<file path="src/rtl/pt_walker.sv">
module pt_walker #(
  parameter int IDX_W = 10,
  parameter int OFF_W = 12,
  parameter int PA_W  = 32
) (
  input  logic                     clk,
  input  logic                     rst_n,
  input  logic [PA_W-OFF_W-1:0]    root_ppn,
  input  logic                     req_valid,
  input  logic [2*IDX_W-1:0]       req_vpn,
  input  logic                     req_write,
  input  logic                     req_user,
  output logic                     busy,
  output logic                     mem_req,
  output logic [PA_W-1:0]          mem_addr,
  input  logic                     mem_ack,
  input  logic [PA_W-1:0]          mem_rdata,
  output logic                     done,
  output logic                     resp_fault,
  output logic                     resp_level,
  output logic                     resp_deny,
  output logic [PA_W-1:0]          resp_pte
);
  localparam int PPN_W = PA_W - OFF_W;
  localparam int VPN_W = 2 * IDX_W;
  localparam int B_V = 0, B_R = 1, B_W = 2, B_U = 3;

  typedef enum logic [1:0] {IDLE, LVL1, LVL2, RESP} st_t;
  st_t st;

  logic [VPN_W-1:0] vpn_q;
  logic             wr_q, usr_q;
  logic [PPN_W-1:0] base_q;
  logic [IDX_W-1:0] idx;
  logic             leaf_ok;

  assign idx      = (st == LVL1) ? vpn_q[VPN_W-1 -: IDX_W] : vpn_q[IDX_W-1:0];
  assign mem_addr = {base_q, {OFF_W{1'b0}}} + PA_W'({idx, 2'b00});
  assign mem_req  = (st == LVL1) || (st == LVL2);
  assign busy     = (st != IDLE);
  assign done     = (st == RESP);
  assign leaf_ok  = (wr_q ? mem_rdata[B_W] : mem_rdata[B_R]) && (!usr_q || mem_rdata[B_U]);

  always_ff @(posedge clk) begin
    if (!rst_n) begin
      st         <= IDLE;
      vpn_q      <= '0;
      wr_q       <= 1'b0;
      usr_q      <= 1'b0;
      base_q     <= '0;
      resp_fault <= 1'b0;
      resp_level <= 1'b0;
      resp_deny  <= 1'b0;
      resp_pte   <= '0;
    end else begin
      case (st)
        IDLE: if (req_valid) begin
          st     <= LVL1;
          vpn_q  <= req_vpn;
          wr_q   <= req_write;
          usr_q  <= req_user;
          base_q <= root_ppn;
        end
        LVL1: if (mem_ack) begin
          if (mem_rdata[B_V]) begin
            base_q <= mem_rdata[PA_W-1:OFF_W];
            st     <= LVL2;
          end else begin
            st         <= RESP;
            resp_fault <= 1'b1;
            resp_level <= 1'b0;
            resp_deny  <= 1'b0;
            resp_pte   <= mem_rdata;
          end
        end
        LVL2: if (mem_ack) begin
          st         <= RESP;
          resp_fault <= !mem_rdata[B_V];
          resp_level <= 1'b1;
          resp_deny  <= mem_rdata[B_V] && !leaf_ok;
          resp_pte   <= mem_rdata;
        end
        default: st <= IDLE;
      endcase
    end
  end
endmodule


</file>
<file path="config.mk">
export PLATFORM = sky130hd
export DESIGN_NAME = pt_walker
export DESIGN_NICKNAME = d
export VERILOG_FILES = /design/src/rtl/pt_walker.sv
export SDC_FILE = /design/constraint.sdc
export NUM_CORES = 1
export LEC_CHECK = 0
export CAP_MARGIN = 10
export CORE_MARGIN = 3
export CORE_UTILIZATION = 40
export CTS_BUF_LIST = sky130_fd_sc_hd__clkbuf_2 sky130_fd_sc_hd__clkbuf_4 sky130_fd_sc_hd__clkbuf_8
export DETAILED_ROUTE_END_ITERATION = 10
export DONT_BUFFER_PORTS = 1
export SETUP_SLACK_MARGIN = 0.2
export SLEW_MARGIN = 20
export SYNTH_ARGS = -nofsm -noshare
export SYNTH_HDL_FRONTEND = slang
export SYNTH_SLANG_ARGS = --single-unit
export TNS_END_PERCENT = 30
</file>
<file path="constraint.sdc">
create_clock -name clk -period 2.29 [get_ports clk]
set_clock_uncertainty 0.2 [all_clocks]
set_input_delay 0.458 -clock clk [delete_from_list [all_inputs] [get_ports clk]]
set_output_delay 0.458 -clock clk [all_outputs]
set_load 0.005 [all_outputs]
</file>
==> impl_metrics.tcl <==
set metrics [dict create \
    status "complete, no violations" \
    worstReg2RegStart "st[0]" \
    crit_start "st[1]" \
    ctsLongestPathBuffers 2 \
    ys_ff_latch 79 \
    yosys-mux-area-fraction_pct 18.72 \
    antenna_left 0 \
    design.core.area_mm2 0.008464 \
    leakage_nw 1.661 \
    fp.dieW_um 100.9 \
    arrival_ns 1.41 \
    place.gp.congestion 0.7546 \
    final.setup.worst_slack_ns 0.2203 \
    place_ws_ns 0.05929 \
    io_pins 148 \
    grt_max_degree 74 \
    drt_iter0_drc 102 \
    cts-buffers-inserted 9 \
    ys_seq_area_share_pct 43.89 \
    min_from "mem_rdata[14]" \
    drc_errors 0 \
    reg2reg_setup_slack_ns 0.23 \
    critPathKind "flip-flop to primary output" \
    yosysTopAreaCellShare_pct 43.89 \
    dr_total_vias 2619 \
    period_share_pct 90.38 \
    worstMarginPinSlew_ns 0.7902 \
    grt_usage_pct 17.69 \
    grt_pass1_wl_um 14070 \
    synth_xor_area_share_pct 0 \
    synth_top_family_by_area "multiplexers" \
    antenna_found_initial 0 \
    min_path_cells 2 \
    root_buffer "clkbuf_8" \
    critPathRequiredTime_ns 1.63 \
    cp-end-kind "primary output" \
    clock-sinks 79 \
    rsz0062_at_grt "yes" \
    power.total_mw 5.158 \
    port_buffers 0 \
    die_h_um 100.9 \
    clock_latency_ns 0.34 \
    synthCells 383 \
    grt_pass1_vias 2628 \
    critPathLaunchType "flip-flop" \
    hold_end "resp_pte[14]" \
    dpl.hpwl_um 6275 \
    fillCellCount 838 \
    viasPerCell 5.356 \
    die-area_mm2 0.01018 \
    crit_fanout 7 \
    synth_compound_area_share_pct 15.07 \
    cts_htree_levels 3 \
    synthAdderAreaFrac_pct 2.083 \
    slew_headroom_pct 47.32 \
    max-vdd-ir-drop_uv 570.5 \
    synth_area_mm2 0.003603 \
    globalRouteOverflowTotal 0 \
    yosysUniqueCellTypes 30 \
    area_delta_synth_final_pct 9.132 \
    clock.fmax_ghz 0.4832 \
    cts_tree "built" \
    hold_viol_final 0 \
    period_needed_ns 2.070 \
    yosysTopAreaCell "dfxtp_1" \
    fin_nets 463 \
    yosysWarningCount 0 \
    cap_viol_max_count 0 \
    wire_per_inst_um 18.37 \
    final.setup.tns_ns 0 \
    start_util_pct 42.57 \
    hold_path_class "input pin to flip-flop" \
    reg2reg_depth 5 \
    whs_ns 0.03132 \
    diodes 0 \
    firstDrtPassIters 4 \
    post_route_cells_drive_above_1_share_pct 18.75 \
    report.final.setup_viol 0 \
    pwr_density_cell_mw_per_mm2 1312 \
    synth_area_per_cell_um2 9.409 \
    wl_um 8984 \
    cts.clk_slew.worst_paths_ns 0.09 \
    placementRows 33 \
    maxSlewViolCount 0 \
    yosys.area_share.simple_pct 13.72 \
    synth_top_cells_by_area "dfxtp_1, mux2i_1, nand2_1, a211oi_2, a21oi_1" \
    rr_endpoint "base_q[11]" \
]
## repair_timing
item	in CTS	in global routing
buffers inserted	4	2
cloned	1	0
hold buffers	0	0
endpoints found under the hold margin	0	0
pin swaps	1	0
endpoints found under the setup margin	46	48
gates resized for setup	13	5
## area by class of cell
| class | count | area (um^2) | share of cell area, % |
|---|---|---|---|
| Multi-Input combinational cell | 269 | 1834 | 46.64 |
| Sequential cell | 79 | 1589 | 40.41 |
| Clock buffer | 11 | 151.4 | 3.850 |
| Timing Repair Buffer | 14 | 137.6 | 3.500 |
| Tap cell | 105 | 131.4 | 3.341 |
| Clock inverter | 5 | 63.81 | 1.623 |
| Inverter | 6 | 25.02 | 0.6363 |
## cell usage in the layout, fill, tap and decap left out, types with 2 or more instances in the layout
master	synthesis	routed
mux2i_1	55	55
nand3_1	2	2
dfxtp_4	0	2
mux2_2	11	6
a211oi_2	20	20
mux2_4	0	5
conb_1	1	2
and2_4	1	2
ha_1	6	5
a21oi_1	43	43
o22ai_1	3	3
buf_4	2	11
clkbuf_8	0	11
inv_1	5	4
nand2_1	114	114
buf_12	3	2
inv_6	0	2
dfxtp_1	79	77
## worst max-delay path by stage
stage                        end
floorplan           mem_addr[10]
global placement      base_q[18]
detailed placement    base_q[13]
CTS                  mem_addr[9]
global route           base_q[5]
finish               mem_addr[2]
## cells by family (layout without fill, tap and decap cells)
family | count (synthesis) | count (layout)
compound gates | 71 | 71
mux | 66 | 66
simple gates | 123 | 124
buf+inv | 37 | 36
other cells | 1 | 2
flops | 79 | 79
fa+ha+maj | 6 | 6
## metrics by stage
stage,instances,area (um^2),utilization [%]
after CTS,487,3900,46.08
after floorplan,384,3607,-
after global routing,489,3933,46.46
after global placement,466,3605,42.59
final,489,3933,46.46
after detailed placement,466,3605,42.59
## per-layer routing
| layer | vias to the layer above | wire (um) | GRT usage (%) |
|---|---|---|---|
| met5 | - | 0 | 0 |
| met4 | 0 | 149 | 5.624 |
| met3 | 11 | 808 | 6.367 |
| met2 | 101 | 4008 | 27.49 |
| met1 | 1225 | 4018 | 22.92 |
| li1 | 1282 | - | - |
## report_power, final
group	internal, mW	switching, mW	leakage, nW
logic	0.894	1.09	0.907
clock network	0.573	0.535	0.107
registers	1.76	0.302	0.648
total	3.23	1.93	1.66
## synthesized netlist by cell type
library cell,instances
a211oi_2,20
a21bo_2,1
a21oi_1,43
a22o_1,1
a22oi_4,1
and2_1,1
and2_4,1
and3b_1,1
buf_1,3
buf_12,3
buf_2,11
buf_4,2
buf_6,3
clkbuf_1,9
conb_1,1
dfxtp_1,79
ha_1,6
inv_1,5
inv_2,1
mux2_2,11
mux2i_1,55
nand2_1,114
nand2b_2,1
nand3_1,2
nor2_1,1
nor2b_1,1
nor2b_4,1
o211a_1,1
o22ai_1,3
o311ai_1,1
## flip-flops by register name, indices dropped and copies added (netlist names)
| signal | cells |
|---|---|
| usr_q | 1 |
| resp_level | 1 |
| resp_deny | 1 |
| wr_q | 1 |
| vpn_q | 20 |
| st | 2 |
| resp_pte | 32 |
| base_q | 20 |
| resp_fault | 1 |
## critical path: stages, from the launching register on
cell	delay [ns]
dfxtp_4	0.36
inv_4	0.06
ha_4	0.16
buf_8	0.14
mux2_2	0.35
No activity file was read; power rests on OpenSTA's default activity.
